**src/rtl/lcd_timing_pkg.sv**
```systemverilog
package lcd_timing_pkg;

    localparam int LINE_W = 9;
    typedef logic [LINE_W-1:0] line_t;

    // Writable part of the status word, bits 15:3
    typedef struct packed {
        logic [7:0] cmp_lo;    // bits 15:8
        logic       cmp_hi;    // bit 7
        logic       spare;     // bit 6
        logic       en_match;  // bit 5
        logic       en_hblank; // bit 4
        logic       en_vblank; // bit 3
    } stat_ctrl_t;

    // Hardware-owned part, bits 2:0
    typedef struct packed {
        logic match;   // bit 2
        logic hblank;  // bit 1
        logic vblank;  // bit 0
    } stat_flags_t;

    function automatic line_t line_step(line_t cur, int total);
        return (int'(cur) == total - 1) ? '0 : line_t'(cur + 1'b1);
    endfunction

    function automatic line_t cmp_line(stat_ctrl_t c);
        return {c.cmp_hi, c.cmp_lo};
    endfunction

endpackage

```
**src/rtl/lcd_hphase.sv**
```systemverilog
module lcd_hphase #(
    parameter int DRAW_DOTS = 256,
    parameter int LINE_DOTS = 355
) (
    input  logic clk,
    input  logic rst,
    output logic hb_enter,
    output logic draw_enter
);
    localparam int DW = $clog2(LINE_DOTS);

    logic [DW-1:0] dot_q;

    always_comb begin
        hb_enter   = (dot_q == DW'(DRAW_DOTS - 1));
        draw_enter = (dot_q == DW'(LINE_DOTS - 1));
    end

    always_ff @(posedge clk) begin
        if (rst)             dot_q <= '0;
        else if (draw_enter) dot_q <= '0;
        else                 dot_q <= dot_q + 1'b1;
    end

    assert_dot_range_R1: assert property (@(posedge clk) disable iff (rst)
        int'(dot_q) < LINE_DOTS);
    assert_entries_apart_R1: assert property (@(posedge clk) disable iff (rst)
        !(hb_enter && draw_enter));
endmodule

```
**src/rtl/lcd_vcount.sv**
```systemverilog
module lcd_vcount
    import lcd_timing_pkg::*;
#(
    parameter int TOTAL_LINES = 263
) (
    input  logic  clk,
    input  logic  rst,
    input  logic  draw_enter,
    output line_t line_q,
    output line_t line_nx
);
    always_comb line_nx = line_step(line_q, TOTAL_LINES);

    always_ff @(posedge clk) begin
        if (rst)             line_q <= '0;
        else if (draw_enter) line_q <= line_nx;
    end

    assert_line_range_R2: assert property (@(posedge clk) disable iff (rst)
        int'(line_q) < TOTAL_LINES);
    assert_line_moves_on_entry_R2: assert property (@(posedge clk) disable iff (rst)
        (line_q != $past(line_q)) |-> $past(draw_enter));
endmodule

```
**src/rtl/lcd_status.sv**
```systemverilog
module lcd_status
    import lcd_timing_pkg::*;
#(
    parameter int VIS_LINES   = 192,
    parameter int TOTAL_LINES = 263
) (
    input  logic        clk,
    input  logic        rst,
    input  logic        hb_enter,
    input  logic        draw_enter,
    input  line_t       line_nx,
    input  logic        we,
    input  logic [15:0] wdata,
    output logic [15:0] rdata,
    output logic        irq_hb,
    output logic        irq_vb,
    output logic        irq_mt
);
    stat_ctrl_t  ctrl_q;
    stat_flags_t flags_q;
    logic        hit_cmp, hit_vis, hit_end;

    always_comb begin
        hit_cmp = (line_nx == cmp_line(ctrl_q));
        hit_vis = (int'(line_nx) == VIS_LINES);
        hit_end = (int'(line_nx) == TOTAL_LINES - 1);
        rdata   = {ctrl_q, flags_q};
    end

    always_ff @(posedge clk) begin
        if (rst) begin
            ctrl_q  <= '0;
            flags_q <= '0;
            irq_hb  <= 1'b0;
            irq_vb  <= 1'b0;
            irq_mt  <= 1'b0;
        end else begin
            irq_hb <= hb_enter && ctrl_q.en_hblank;
            irq_vb <= draw_enter && hit_vis && ctrl_q.en_vblank;
            irq_mt <= draw_enter && hit_cmp && ctrl_q.en_match;
            if (hb_enter) flags_q.hblank <= 1'b1;
            if (draw_enter) begin
                flags_q.hblank <= 1'b0;
                flags_q.match  <= hit_cmp;
                if (hit_vis)      flags_q.vblank <= 1'b1;
                else if (hit_end) flags_q.vblank <= 1'b0;
            end
            if (we) ctrl_q <= stat_ctrl_t'(wdata[15:3]);
        end
    end

    assert_flags_kept_on_write_R6: assert property (@(posedge clk) disable iff (rst)
        (we && !hb_enter && !draw_enter) |=> $stable(flags_q));
    assert_vblank_irq_single_R10: assert property (@(posedge clk) disable iff (rst)
        irq_vb |=> !irq_vb);
    assert_irq_exclusive_R10: assert property (@(posedge clk) disable iff (rst)
        !(irq_hb && (irq_vb || irq_mt)));
    assert_match_irq_flag_R3: assert property (@(posedge clk) disable iff (rst)
        irq_mt |-> flags_q.match);
endmodule

```
**src/rtl/lcd_render_strobe.sv**
```systemverilog
module lcd_render_strobe
    import lcd_timing_pkg::*;
#(
    parameter int VIS_LINES   = 192,
    parameter int TOTAL_LINES = 263,
    parameter int AHEAD       = 48
) (
    input  logic  clk,
    input  logic  rst,
    input  logic  hb_enter,
    input  line_t line_q,
    output logic  s2d,
    output line_t l2d,
    output logic  s3d,
    output line_t l3d
);
    logic [LINE_W:0] ahead;
    logic            go_near, go_wrap;

    always_comb begin
        ahead   = {1'b0, line_q} + (LINE_W+1)'(AHEAD);
        go_near = int'(ahead) < VIS_LINES;
        go_wrap = int'(line_q) >= TOTAL_LINES - AHEAD;
    end

    always_ff @(posedge clk) begin
        if (rst) begin
            s2d <= 1'b0;
            l2d <= '0;
            s3d <= 1'b0;
            l3d <= '0;
        end else begin
            s2d <= hb_enter && (int'(line_q) < VIS_LINES);
            s3d <= hb_enter && (go_near || go_wrap);
            if (hb_enter) begin
                l2d <= line_q;
                if (go_near)      l3d <= line_t'(ahead);
                else if (go_wrap) l3d <= line_t'(ahead - (LINE_W+1)'(TOTAL_LINES));
            end
        end
    end

    assert_3d_in_view_R8: assert property (@(posedge clk) disable iff (rst)
        s3d |-> int'(l3d) < VIS_LINES);
    assert_2d_single_R10: assert property (@(posedge clk) disable iff (rst)
        s2d |=> !s2d);
endmodule

```
**src/rtl/lcd_line_timer.sv**
```systemverilog
module lcd_line_timer
    import lcd_timing_pkg::*;
#(
    parameter int DRAW_DOTS   = 256,
    parameter int LINE_DOTS   = 355,
    parameter int VIS_LINES   = 192,
    parameter int TOTAL_LINES = 263,
    parameter int AHEAD       = 48
) (
    input  logic        clk,
    input  logic        rst,
    input  logic        stat_we,
    input  logic [15:0] stat_wdata,
    output logic [15:0] stat_rdata,
    output logic [8:0]  line_count,
    output logic        irq_hblank,
    output logic        irq_vblank,
    output logic        irq_match,
    output logic        draw2d_stb,
    output logic [8:0]  draw2d_line,
    output logic        draw3d_stb,
    output logic [8:0]  draw3d_line
);
    logic  hb_enter, draw_enter;
    line_t line_q, line_nx;

    lcd_hphase #(.DRAW_DOTS(DRAW_DOTS), .LINE_DOTS(LINE_DOTS)) u_hphase (
        .clk(clk), .rst(rst), .hb_enter(hb_enter), .draw_enter(draw_enter));

    lcd_vcount #(.TOTAL_LINES(TOTAL_LINES)) u_vcount (
        .clk(clk), .rst(rst), .draw_enter(draw_enter),
        .line_q(line_q), .line_nx(line_nx));

    lcd_status #(.VIS_LINES(VIS_LINES), .TOTAL_LINES(TOTAL_LINES)) u_status (
        .clk(clk), .rst(rst), .hb_enter(hb_enter), .draw_enter(draw_enter),
        .line_nx(line_nx), .we(stat_we), .wdata(stat_wdata), .rdata(stat_rdata),
        .irq_hb(irq_hblank), .irq_vb(irq_vblank), .irq_mt(irq_match));

    lcd_render_strobe #(.VIS_LINES(VIS_LINES), .TOTAL_LINES(TOTAL_LINES),
                        .AHEAD(AHEAD)) u_strobe (
        .clk(clk), .rst(rst), .hb_enter(hb_enter), .line_q(line_q),
        .s2d(draw2d_stb), .l2d(draw2d_line), .s3d(draw3d_stb), .l3d(draw3d_line));

    assign line_count = line_q;
endmodule

```
**config.mk**
```make
export PLATFORM = sky130hd
export DESIGN_NAME = lcd_line_timer
export DESIGN_NICKNAME = d
export VERILOG_FILES = /design/src/rtl/lcd_timing_pkg.sv /design/src/rtl/lcd_hphase.sv /design/src/rtl/lcd_vcount.sv /design/src/rtl/lcd_status.sv /design/src/rtl/lcd_render_strobe.sv /design/src/rtl/lcd_line_timer.sv
export SDC_FILE = /design/constraint.sdc
export NUM_CORES = 1
export LEC_CHECK = 0
export ABC_AREA = 1
export BUFFER_PORTS_ARGS = -buffer_cell sky130_fd_sc_hd__buf_2
export CORE_UTILIZATION = 55
export CTS_BUF_LIST = sky130_fd_sc_hd__clkbuf_8
export DETAILED_ROUTE_END_ITERATION = 12
export PLACE_DENSITY = 0.79
export SLEW_MARGIN = 20
export SYNTH_ARGS = -nofsm -noshare
export SYNTH_HDL_FRONTEND = slang
export SYNTH_SLANG_ARGS = --single-unit
```
**constraint.sdc**
```tcl
create_clock -name clk -period 3.95 [get_ports clk]
set_input_delay 0.5925 -clock clk [delete_from_list [all_inputs] [get_ports clk]]
set_output_delay 0.5925 -clock clk [all_outputs]
set_load 0.005 [all_outputs]
```
==> After elaboration in Yosys (flattened, before gate mapping) <==
Cells that the tools add are included.
{ "classes": {"add_sub_neg": 4, "n_lt_le_gt_ge": 3, "n_eq_ne": 6, "muxes": 5, "reduce_logical": 13} }
{ "op_table": {"columns": ["op", "count"], "rows": [
  ["$eq 9x9->1 const B", 4],
  ["$mux 9", 3],
  ["$add 9x1->9 const B", 2],
  ["$add 9x6->10 const B", 1],
  ["$lt 10x8->1 const B", 1],
  ["$eq 9x8->1 const B", 1],
  ["$eq 9x9->1", 1],
  ["$ge 9x8->1 const B", 1],
  ["$lt 9x8->1 const B", 1],
  ["$sub 9x9->9 const B", 1],
  ["$logic_and 1x1->1", 7],
  ["$reduce_and 2->1", 2],
  ["$reduce_bool 2->1", 2],
  ["$mux 1", 2],
  ["$reduce_or 2->1", 1],
  ["$logic_or 1x1->1", 1]
]} }
{ "word_totals": {"reg_bits": 57, "input_bits": 19, "out_inout_bits": 48, "elab_cells": 49} }

==> Longest topological paths before layout <==
Gate-level depths: netlist (run 1).
{ "depth": {"depth_word": 5, "ltp_mapped": 15, "mapped_depth_nobuf": 13} }

==> Modules after synthesis <==
From an unflattened synthesis (run 1), not the netlist that was laid out.
{ "hier_totals": {"hier_cells": 466, "area_unflattened_um2": 3109.2} }
{ "modules_own_cells": {"columns": ["module", "instances", "cells_per_inst", "area_each_um2", "seq_area_each_um2"], "rows": [
  ["lcd_render_strobe", 1, 183, 1196.1, 400.4],
  ["lcd_status", 1, 126, 842.1, 380.4],
  ["lcd_vcount", 1, 96, 613.1, 180.2],
  ["lcd_hphase", 1, 61, 457.9, 180.2]
]} }

==> Least setup slack after synthesis (run 1) <==
OpenSTA, ideal clock, no wires.
{ "synth_path": {"path_kind": "register to register", "from": "register u_vcount.line_q[4]", "to": "register u_strobe.l3d[1]", "setup_ps": 113, "t_arrival_ps": 1834, "t_required_ps": 3837, "slack_ps": 2004, "path_stages_with_launch": 14, "n_path_buf": 2, "period_less_slack_ps": 1946, "path_cell_list": "dfxtp_1 > buf_2 > inv_1 > ha_1 > inv_1 > nand2_4 > xor2_2 > nor2_4 > nand2_4 > nand2_4 > nand2_4 > buf_8 > nor2_1 > nor2_1"} }
{ "synth_between": {"elab_chain_cells": 4, "elab_cells_between_ends": 6, "cone_classes": "1 x add/sub; 2 x order compare; 1 x mux; 2 x reduce/logical"} }
{ "synth_rtl": {"columns": ["element", "line", "rtl"], "rows": [
  ["start, declared", "lcd_vcount.sv:9", "output line_t line_q,"],
  ["start signal, assigned", "lcd_vcount.sv:16", "else if (draw_enter) line_q <= line_nx;"],
  ["$add 9x6->10", "lcd_render_strobe.sv:21", "ahead = {1'b0, line_q} + (LINE_W+1)'(AHEAD);"],
  ["$lt 10x8->1", "lcd_render_strobe.sv:22", "go_near = int'(ahead) < VIS_LINES;"],
  ["$reduce_bool 2->1 (no source line)", null, null],
  ["$reduce_and 2->1 (no source line)", null, null],
  ["end signal, assigned", "lcd_render_strobe.sv:37", "if (go_near) l3d <= line_t'(ahead);"],
  ["end signal, assigned", "lcd_render_strobe.sv:38", "else if (go_wrap) l3d <= line_t'(ahead - (LINE_W+1)'(TOTAL_LINES));"],
  ["end, declared", "lcd_render_strobe.sv:15", "output line_t l3d"]
]} }
Parallel ways exist; a longest one is shown, timed or not.
A chain may end at the register's enable or synchronous reset.

==> Final worst setup path (run 1) <==
{ "layout_path": {"from": "register u_hphase.dot_q[0]", "to": "register u_strobe.s2d"} }
{ "layout_between": {"elab_chain_cells": 2} }
{ "layout_rtl": {"columns": ["element", "line", "rtl"], "rows": [
  ["start, declared", "lcd_hphase.sv:12", "logic [DW-1:0] dot_q;"],
  ["start signal, assigned", "lcd_hphase.sv:22", "else dot_q <= dot_q + 1'b1;"],
  ["$eq 9x8->1", "lcd_hphase.sv:15", "hb_enter = (dot_q == DW'(DRAW_DOTS - 1));"],
  ["$logic_and 1x1->1", "lcd_render_strobe.sv:33", "s2d <= hb_enter && (int'(line_q) < VIS_LINES);"],
  ["end signal, assigned", "lcd_render_strobe.sv:33", null],
  ["end, declared", "lcd_render_strobe.sv:12", "output logic s2d,"]
]} }
No other way between the ends.

==> metrics.txt, run 1 <==
result of the run finished clean; Via-to-Cell Ratio between 5 and 6; cell family with most CP delay adder cells; detailed-router iteration count before antenna repair 4; category of the most critical setup path reg2reg; clk root buf clkbuf_8; die width around 75 um; diode insertion count for antenna repair 0; Cell variety after synth 32; ratio of final minimum period to clock period 0.619; Hold Crit Endpoint u_status.rdata[2]; worst slack, placed ~1.5 ns; Critical R2R Launch u_hphase.dot_q[0]; GRT overflow 0; area overhead of the layout relative to synthesis 15.2%; WHS approximately 0.46 ns; setup TNS 0 ns; wire length reported by the detailed router approximately 6600 um; fraction of final layout cells sized beyond drive strength 1 0.186; Worst VDD drop approximately 250 uV; number of max-slew violations in the final report 0; final setup violating endpoints 0; setup bufs post-CTS 0; worst hold stages 2; Avg WL per Cell between 10 and 15 um; crit path setup slack, layout ~1.5 ns; # clock sinks 57; hold path startpoint u_status.rdata[2]; Hold-fix buffers, CTS 0; detailed router's first-iteration violation count around 210; setup slack, reg-to-reg approximately 1.5 ns; maximum capacitance violations 0; Longest Clk Path Bufs 2; CP Capture Type flop; # DRC 0; final critical delay including setup and external delays around 2.4 ns; Core ar. about 5100 um2; Avg Inst Size Synth just under 7 um2; Syn Nets 450; Die Area 5610 um2; final weighted congestion in routability-driven placement between 0.8 and 0.9; clock transition time at the flip-flop clock pins of the worst setup and hold paths 0.06 ns; All-Layer GR Usage 0.261; maximum level of the CTS H-tree 3; slew at the pin closest to its max-slew limit around 0.84 ns; count of pins on the block boundary 67; Filler cells roughly 500; first-pass GRT wire length between 10000 and 15000 um; pin count of the biggest net entering global routing 32; PostCTS Resize Cnt 0; Core Rows 26; end of the worst register-to-register path u_strobe.s2d; DPL Wire Length between 4000 and 5000 um; slowest stage cell on the critical path ha_1; Buffers & Inverters on Critical Path 3; count of vias placed by the detailed router 2775; fmax ~0.41 GHz; Data required, critical path between 4 and 5 ns; cells along the critical path ha_1 -> nand2_1 -> nor2_1 -> inv_1 -> nor2_1 -> inv_1 -> nor3_1 -> ha_1 -> inv_1 -> nor4_1; synthesized flop and latch total 57; antenna violations before repair 0; synthesized area 2920 um2; height of the chip between 70 and 80 um; Initial Utilization 0.572; Slowest Stage Delay on Critical Path 0.72 ns; net count reported at finish ~510; via count of the first global-routing pass 2452; remaining antenna violation count after routing 0; Leak Pwr 1.72 nW; cell with the most instances on the worst path inv_1; kind of start point of the critical path flop; Final Hold Viols 0; number of buffers added by the clock tree synthesis step 9; number of cell instances on the worst register-to-register path 10; number of warnings issued by yosys 0; cell area power density 321 nW/um2; number of cells produced by synthesis about 420; data arrival time of the critical path between 2 and 3 ns; clock tree from TritonCTS done; unrepaired setup endpoints after global routing false; maximum fanout along the worst path 24; IO buf count 63; share of synthesized area occupied by flip-flops and latches 0.391; clock latency reported for the late side of the worst-skew pair 0.34 ns; Clock Skew approximately 0.0083 ns; worst min-delay path category reg2reg; max_slew headroom 0.440
## state kept, by name (all words and copies together), names as in the netlist, 9 cells and up
signal	flops
u_strobe.l3d	9
u_strobe.l2d	9
u_vcount.line_q	9
u_hphase.dot_q	9
u_status.rdata	16
## Yosys cell counts
cell / count / area (um2)
nand2_1: 83 / 312
nor2_1: 62 / 233
inv_1: 60 / 225
dfxtp_1: 57 / 1140
o21ai_0: 36 / 180
nand3_1: 26 / 130
a21oi_1: 25 / 125
ha_1: 10 / 125
nand4_1: 9 / 56.3
clkbuf_1: 7 / 26.3
nand2_2: 5 / 31.3
nand2_4: 5 / 56.3
o22ai_1: 5 / 31.3
xor2_1: 5 / 43.8
buf_6: 4 / 45.0
nor3_1: 4 / 20.0
buf_2: 3 / 15.0
a211oi_1: 1 / 7.51
a21oi_2: 1 / 8.76
and2_1: 1 / 6.26
buf_8: 1 / 15.0
inv_2: 1 / 3.75
inv_4: 1 / 6.26
nand3b_1: 1 / 7.51
nor2_4: 1 / 11.3
nor3b_1: 1 / 7.51
nor4_1: 1 / 6.26
o21ai_1: 1 / 5.00
o21ai_2: 1 / 8.76
or2_2: 1 / 6.26
xnor2_1: 1 / 8.76
xor2_2: 1 / 16.3
## worst register-to-register path, stage by stage, from the launching register on
cell	delay (ns)
dfxtp_1	0.37
ha_1	0.18
nand2_1	0.07
nor2_1	0.09
inv_1	0.06
nor2_1	0.12
inv_1	0.08
nor3_1	0.17
ha_1	0.72
inv_1	0.20
nor4_1	0.30
## stage by stage
stage	util	cells	power, mW	instance area (um2)
CTS	0.659	553	1.08	3370
finish	0.659	553	1.08	3370
detailed placement	0.631	539	0.664	3220
global route	0.659	553	1.12	3370
floorplan	-	421	0.641	2920
global placement	0.631	539	0.662	3220
## kinds of logic after synthesis
logic type	share of synthesized area
compound gates	0.125
xor+xnor	0.0236
fa+ha+maj	0.0428
buf+inv	0.115
flops	0.391
simple gates	0.302
## cell usage in the layout (no fill, tap or decap), types with 9 or more instances in the layout
cell type	n
a21oi_1	25
nand3_1	26
inv_1	64
o21ai_0	36
ha_1	10
nand2_1	83
nor2_1	62
nand4_1	9
clkbuf_8	9
buf_2	63
dfxtp_1	57
## worst max path at each step
| stage | from | slack [ns] | depth (start not counted) | to |
|---|---|---|---|---|
| after floorplan | u_vcount.line_q[4] | 2.00 | 13 | u_strobe.l3d[1] |
| after global placement | u_hphase.dot_q[0] | 1.58 | 10 | u_strobe.s2d |
| after CTS | u_hphase.dot_q[0] | 1.53 | 12 | u_strobe.l3d[1] |
| after global routing | u_hphase.dot_q[0] | 1.11 | 12 | u_strobe.l3d[4] |
| after detailed placement | u_hphase.dot_q[0] | 1.54 | 12 | u_strobe.l3d[1] |
| final | u_hphase.dot_q[0] | 1.50 | 10 | u_strobe.s2d |
## area by class of cell
cell class	count	area, um2	area share
Sequential cell	57	1140	0.339
Inverter	62	235	0.0699
Multi-Input combinational cell	287	1440	0.429
Clock inverter	5	20.0	0.00595
Tap cell	70	87.6	0.0260
Timing Repair Buffer	63	315	0.0936
Clock buffer	9	124	0.0368
## power breakdown
group | internal, mW | total [mW] | switching (mW)
sequential | 0.587 | 0.595 | 0.00817
clock | 0.210 | 0.429 | 0.219
combinational | 0.0232 | 0.0559 | 0.0326
## metal layers
| layer | global-route usage | vias to the layer above | part of all wire |
|---|---|---|---|
| met5 | 0 | - | 0 |
| met4 | 0.113 | 0 | 0.012 |
| met3 | 0.0535 | 8 | 0.065 |
| met2 | 0.429 | 87 | 0.46 |
| met1 | 0.331 | 1226 | 0.46 |
| li1 | - | 1454 | - |
(Power assumes the default switching activity.)
==> inputs of run 2 (changes only) <==
--- a/config.mk
+++ b/config.mk
@@ -5,7 +5,7 @@
 export SDC_FILE = /design/constraint.sdc
 export NUM_CORES = 1
 export LEC_CHECK = 0
-export ABC_AREA = 1
+export ABC_AREA = 0
 export BUFFER_PORTS_ARGS = -buffer_cell sky130_fd_sc_hd__buf_2
 export CORE_UTILIZATION = 55
 export CTS_BUF_LIST = sky130_fd_sc_hd__clkbuf_8
==> constraint.sdc (replaced) <==
create_clock -name clk -period 2.26 [get_ports clk]
set_input_delay 0.339 -clock clk [delete_from_list [all_inputs] [get_ports clk]]
set_output_delay 0.339 -clock clk [all_outputs]
set_load 0.005 [all_outputs]
==> run 2 against run 1 <==
Compared with the run above:
- core utilization rose by 6.4 points
- critical path depth is 3 lower
- largest power group is now clock
- die area grew 5.2%
==> metrics.txt, run 2 <==
number of buffers added by the clock tree synthesis step 9 (unchanged); detailed router's first-iteration violation count 194 (-5.8%); crit path setup slack, layout 0.157 ns (-1.35 ns); Hold-fix buffers, CTS 0 (unchanged); fmax 0.476 GHz (+16%); count of pins on the block boundary 67 (unchanged); number of cells produced by synthesis 357 (-15%); net count reported at finish 460 (-9.6%); library cell with the largest summed area after synthesis dfxtp_1; cell-internal power 1.83 mW (+120%); remaining antenna violation count after routing 0 (unchanged); most frequent standard cell in the layout excluding fill and tap cells buf_2; Data required, critical path 2.55 ns (-1.63 ns); main area contributors after synthesis dfxtp_1 (37%), mux2i_1 (7.8%), nor2_1 (6.8%); cells along the critical path buf_4 -> and3b_1 -> and2_4 -> or4_1 -> o221ai_1 -> nor4_2 -> and2_1; number of flops mapped to enable cells by yosys 0 (unchanged); Post-synth top cells dfxtp_1 (57), nor2_1 (56), mux2i_1 (24); GRT overflow 0 (unchanged); Leak Pwr 1.62 nW (-6.2%); combinational share of power 0.044 (-0.008); die width 76.8 um (+2.6%); Critical R2R Launch u_vcount.line_q[2]; pin count of the biggest net entering global routing 28 (-13%); ratio of final minimum period to clock period 0.930 (+0.311); clk root buf clkbuf_8; cell family with most CP delay simple AND/OR/NAND/NOR gates; Final Hold Viols 0 (unchanged); cell area power density 612 nW/um2 (+91%); worst slack, placed 0.190 ns (-1.35 ns); clock transition time at the flip-flop clock pins of the worst setup and hold paths 0.06 ns (about the same); diode insertion count for antenna repair 0 (unchanged); Avg Inst Size Synth 8.62 um2 (+24%); # placed instances 490 (-9.1%); All-Layer GR Usage 0.276 (+0.0149); final setup violating endpoints 0 (unchanged); CP Capture Type flop; detailed-router iteration count before antenna repair 6 (+2); kind of start point of the critical path flop; synthesized area 3080 um2 (+5.3%); launching instance or port of the critical path u_vcount.line_q[2]; final critical delay including setup and external delays 2.10 ns (-0.342 ns); DPL Wire Length 5570 um (+17%); antenna violations before repair 0 (unchanged); area overhead of the layout relative to synthesis 23.1%; maximum capacitance violations 0 (unchanged); net switching power 0.491 mW (+89%); data arrival time of the critical path 2.40 ns (-0.28 ns); Avg WL per Cell 15.2 um (+27%); Core ar. 5240 um2 (+2.5%); via count of the first global-routing pass 2746 (+12%); setup TNS 0 ns (unchanged); share of synthesized area occupied by flip-flops and latches 0.371 (-0.0197); setup bufs post-CTS 0 (unchanged); unrepaired setup endpoints after global routing true; Net Sw Frac 0.212 (-0.0289); max_slew headroom 0.611 (+0.171); result of the run finished clean; # DRC 0 (unchanged); number of max-slew violations in the final report 0 (unchanged); first-pass GRT wire length 12800 um (+16%); count of vias placed by the detailed router 2899 (+4.5%); category of the most critical setup path reg2reg; Largest register FFs 16 (unchanged); clock network fraction of design power 0.505 (+0.108); final weighted congestion in routability-driven placement 0.916 (+4.0%); Worst VDD drop 448 uV (+81%); commonest non-fill, non-tap cells in the layout buf_2 (63), dfxtp_1 (57), nor2_1 (56), buf_4 (29), mux2i_1 (24); Core Rows 26 (unchanged); maximum fanout along the worst path 13 (-46%); Clock Skew 0.00669 ns (-0.00160 ns); area share of the leading cell type in the synthesized netlist 0.371 (-0.0197); Die Area 5900 um2 (+5.2%); primary flip-flop cell chosen by synthesis mapping dfxtp_1; Slowest Stage Delay on Critical Path 0.54 ns (-0.18 ns); Syn Nets 386 (-14%); most common cell in the synthesized netlist dfxtp_1; hold path startpoint stat_wdata[6]; slew at the pin closest to its max-slew limit 0.579 ns (-0.260 ns); synthesized flop and latch total 57 (unchanged); IO buf count 63 (unchanged); clock tree from TritonCTS done; worst min-delay path category in2reg; Initial Utilization 0.587 (+0.0154); Longest Clk Path Bufs 2 (unchanged); Buffers & Inverters on Critical Path 1 (-2); number of warnings issued by yosys 0 (unchanged); height of the chip 76.8 um (+2.6%); sequential share of power 0.451 (-0.100); Cell variety after synth 65 (+100%); # clock sinks 57 (unchanged); number of non-filler instances in the completed layout 506 (-8.5%); Synth async-reset ratio 0 (unchanged); slowest stage cell on the critical path dfxtp_1; Filler cells 402 (-19%); maximum level of the CTS H-tree 3 (unchanged); Via-to-Cell Ratio 5.73 (+14%); fraction of final layout cells sized beyond drive strength 1 0.278 (+0.0912); clock latency reported for the late side of the worst-skew pair 0.35 ns (about the same); wire length reported by the detailed router 7690 um (+16%)
## run 2: changes by cell type after synthesis, sizes merged, moves of 7 or more
cell,previous run,this run
nand2,93,18
inv,62,11
o21ai,38,11
mux2i,0,24
nand3,26,8
xnor2,1,15
buf,8,17
a21oi,26,18
nor2,63,56
## run 2: kinds of logic after synthesis
kind of cell    synth area share
fa+ha+maj                 0.0407
buf+inv                   0.0643
simple gates               0.236
xor+xnor                  0.0541
flops                      0.371
compound gates             0.153
mux                       0.0817
## run 2: worst min-delay path: stages
cell	delay, ns
buf_2	0.07
mux2i_1	0.05
nor2_1	0.07
## run 2: layout make-up
type | count | area (um2) | area share
Inverter | 12 | 45.0 | 0.0119
Timing Repair Buffer | 92 | 533 | 0.141
Clock buffer | 10 | 138 | 0.0363
Tap cell | 70 | 87.6 | 0.0231
Sequential cell | 57 | 1140 | 0.301
Multi-Input combinational cell | 259 | 1740 | 0.459
Clock inverter | 6 | 106 | 0.0281
## run 2: final timing paths
check	to	slack (ns)	cells after the start
setup / recovery	u_status.irq_mt	0.16	7
hold / removal	u_status.rdata[6]	0.23	3
hold reg to reg	u_status.irq_vb	0.45	2
setup reg to reg	u_status.irq_mt	0.16	7
## run 2: through the flow
stage	area, um2	utilization	hold slack, ns	power (mW)
6_report	3790	0.723	0.228	2.32
5_1_grt	3790	0.723	0.240	2.39
2_1_floorplan	3080	-	0.437	1.12
4_1_cts	3790	0.723	0.230	2.33
3_3_place_gp	3540	0.677	0.432	1.16
3_5_place_dp	3540	0.677	0.442	1.17
## run 2: power by group through the flow
stage	Combinational, mW	Clock, mW	Sequential [mW]
after detailed placement	0.101	0	1.07
after global routing	0.112	1.24	1.05
after CTS	0.102	1.18	1.04
after floorplan	0.0596	0	1.06
final	0.101	1.17	1.05
after global placement	0.0979	0	1.07
## run 2: per-layer routing
layer,wire (um),GRT usage,vias up,share of wire
met2,3520,0.443,97,0.46
met4,146,0.110,0,0.019
met5,0,0,-,0
met3,521,0.0714,15,0.068
li1,-,-,1415,-
met1,3500,0.350,1372,0.46
## run 2: repair_timing
item,CTS,global route
endpoints found under the hold margin,0,0
setup endpoints to repair,0,1
gates resized for setup,0,0
==> inputs of run 3 (changes only) <==
--- a/config.mk
+++ b/config.mk
@@ -6,7 +6,7 @@
 export NUM_CORES = 1
 export LEC_CHECK = 0
 export ABC_AREA = 0
-export BUFFER_PORTS_ARGS = -buffer_cell sky130_fd_sc_hd__buf_2
+export BUFFER_PORTS_ARGS = -buffer_cell sky130_fd_sc_hd__buf_4
 export CORE_UTILIZATION = 55
 export CTS_BUF_LIST = sky130_fd_sc_hd__clkbuf_8
 export DETAILED_ROUTE_END_ITERATION = 12
==> run 3 against run 2 <==
Compared with the run above:
- setup slack got worse by 0.037 ns
- non-clock buffer count increased by 2
- via count increased by 1.0%
- critical path depth increased by 1
- final area increased by 4.7%
- critical endpoint is now u_strobe.l3d[8]
- sequential power about the same
- sequential cell count unchanged
- first-iteration DRC count decreased by 1.5%
- power decreased by 4.1%
- largest cell class unchanged
- sequential share of layout area decreased by 1.3 points
==> metrics.txt, run 3 (synthesis gave the netlist of run 2 again) <==
net count reported at finish 462 (+0.43%); final critical delay including setup and external delays 2.14 ns (+0.0367 ns); Leak Pwr 1.62 nW (+0.42%); CP endpoint u_strobe.l3d[8]; final setup violating endpoints 0 (unchanged); clock tree from TritonCTS done; # clock sinks 57 (unchanged); maximum fanout along the worst path 9 (-4); cell with the most instances on the worst path buf_4; most frequent standard cell in the layout excluding fill and tap cells buf_4; number of max-slew violations in the final report 0 (unchanged); IO buf count 63 (unchanged); max_slew headroom 0.697 (+0.0855); Most Crowded Layer GR met2; Core ar. 5240 um2 (unchanged); number of buffers added by the clock tree synthesis step 9 (unchanged); Critical R2R Launch u_vcount.line_q[1]; GRT overflow 0 (unchanged); Core Rows 26 (unchanged); cells along the critical path ha_2 -> buf_4 -> nand4b_1 -> a31oi_1 -> o31ai_4 -> buf_4 -> a311oi_1 -> nor3_1; CP Capture Type flop; Global Route met1 Usage 0.357 (+0.00730); via count of the first global-routing pass 2766 (+0.73%); Final Hold Viols 0 (unchanged); count of vias placed by the detailed router 2928 (+1.0%); end of the worst register-to-register path u_strobe.l3d[8]; Initial Utilization 0.587 (unchanged); final weighted congestion in routability-driven placement 0.880 (-4.0%); fraction of final layout cells sized beyond drive strength 1 0.291 (+0.0138); remaining antenna violation count after routing 0 (unchanged); pin count of the biggest net entering global routing 31 (+11%); maximum capacitance violations 0 (unchanged); clock network fraction of design power 0.480 (-0.025); combinational share of power 0.050 (+0.006); antenna violations before repair 0 (unchanged); fmax 0.467 GHz (-1.7%); clock transition time at the flip-flop clock pins of the worst setup and hold paths 0.07 ns (about the same); launching instance or port of the critical path u_vcount.line_q[1]; height of the chip 76.8 um (unchanged); detailed-router iteration count before antenna repair 5 (-1); Net Sw Frac 0.213 (+0.000635); Data required, critical path 2.48 ns (-0.07 ns); result of the run finished clean; slew at the pin closest to its max-slew limit 0.455 ns (-0.125 ns); unrepaired setup endpoints after global routing false; count of pins on the block boundary 67 (unchanged); cell-internal power 1.75 mW (-4.2%); die width 76.8 um (unchanged); Clock Skew 0.00895 ns (+0.00227 ns); Largest register FFs 16 (unchanged); data arrival time of the critical path 2.36 ns (-0.04 ns); Slowest Stage Delay on Critical Path 0.45 ns (-0.09 ns); setup TNS 0 ns (unchanged); Core Util, Final 0.758 (+0.0342); ratio of final minimum period to clock period 0.947 (+0.0162); kind of start point of the critical path flop; first-pass GRT wire length 13100 um (+2.3%); diode insertion count for antenna repair 0 (unchanged); worst min-delay path category in2reg; global routing usage on met3 0.0631 (-0.00833); met2 capacity usage during global routing 0.455 (+0.0125); wire length reported by the detailed router 8090 um (+5.2%); area overhead of the layout relative to synthesis 29.0%; cell area power density 561 nW/um2 (-8.4%); maximum level of the CTS H-tree 3 (unchanged); crit path setup slack, layout 0.120 ns (-0.0367 ns); number of cell instances on the worst register-to-register path 8 (+1); Avg WL per Cell 16.0 um (+5.2%); Worst VDD drop 526 uV (+17%); Die Area 5900 um2 (unchanged); Via-to-Cell Ratio 5.79 (+1.0%); slowest stage cell on the critical path dfxtp_1; setup slack, reg-to-reg 0.12 ns (-0.04 ns); Filler cells 394 (-2.0%); All-Layer GR Usage 0.282 (+0.00668); detailed router's first-iteration violation count 191 (-1.5%); worst slack, placed 0.125 ns (-0.0649 ns); net switching power 0.473 mW (-3.8%); DPL Wire Length 5640 um (+1.1%); # DRC 0 (unchanged); clk root buf clkbuf_8; sequential share of power 0.470 (+0.019); clock latency reported for the late side of the worst-skew pair 0.34 ns (about the same); commonest non-fill, non-tap cells in the layout buf_4 (93), nor2_1 (56), dfxtp_1 (56), mux2i_1 (24), nand2_1 (18); Longest Clk Path Bufs 2 (unchanged); category of the most critical setup path reg2reg
run 3: how the worst min path moves through the flow:
| stage | start | endpoint | slack [ns] | depth (start not counted) |
|---|---|---|---|---|
| after floorplan | u_status.rdata[3] | u_status.irq_vb | 0.44 | 2 |
| after global placement | u_status.rdata[3] | u_status.irq_vb | 0.44 | 2 |
| after detailed placement | u_strobe.l3d[4] | u_strobe.l3d[4] | 0.45 | 2 |
| after CTS | stat_wdata[6] | u_status.rdata[6] | 0.22 | 3 |
| after global routing | stat_wdata[6] | u_status.rdata[6] | 0.23 | 3 |
| final | stat_wdata[8] | u_status.rdata[8] | 0.23 | 3 |
run 3: what timing repair did:
| action | in CTS | in global routing |
|---|---|---|
| resized for setup | 0 | 6 |
| endpoints found under the setup margin | 0 | 9 |
| hold buffers | 0 | 0 |
| setup buffers | 0 | 3 |
run 3: power groups by stage:
stage                     logic [mW]  clock network (mW)  registers, mW
after CTS                      0.113                1.08           1.04
after global routing           0.123                1.12           1.05
after floorplan               0.0596                   0           1.06
after detailed placement       0.113                   0           1.07
final                          0.112                1.07           1.05
after global placement         0.110                   0           1.07
run 3: final cells by class:
cell class | count | area, um2 | area share
timing repair buffer | 94 | 718 | 0.181
inverter | 12 | 45.0 | 0.0114
clock buffer | 11 | 151 | 0.0382
clock inverter | 3 | 65.1 | 0.0164
multi-input combinational | 259 | 1760 | 0.443
sequential | 57 | 1140 | 0.288
tap | 70 | 87.6 | 0.0221
run 3: routing by layer:
layer | wire length, um | up-vias
met1 | 3650 | 1366
met5 | 0 | -
met3 | 531 | 19
li1 | - | 1420
met4 | 138 | 0
met2 | 3770 | 123
run 3: critical path: cells and delay by family, from the launching register on:
kind / cells / cell delay, ns
AO/OA/AOI/OAI: 3 / 0.76
flip-flops: 1 / 0.45
buffers and inverters: 2 / 0.35
adder cells (fa/ha/maj): 1 / 0.28
AND/OR/NAND/NOR: 2 / 0.17
run 3: through the flow:
step	area (um2)	std cells	power [mW]	hold WS [ns]
2_1_floorplan	3080	357	1.12	0.437
3_3_place_gp	3710	489	1.18	0.437
3_5_place_dp	3710	489	1.18	0.445
4_1_cts	3920	503	2.24	0.223
5_1_grt	3970	506	2.29	0.233
6_report	3970	506	2.22	0.233
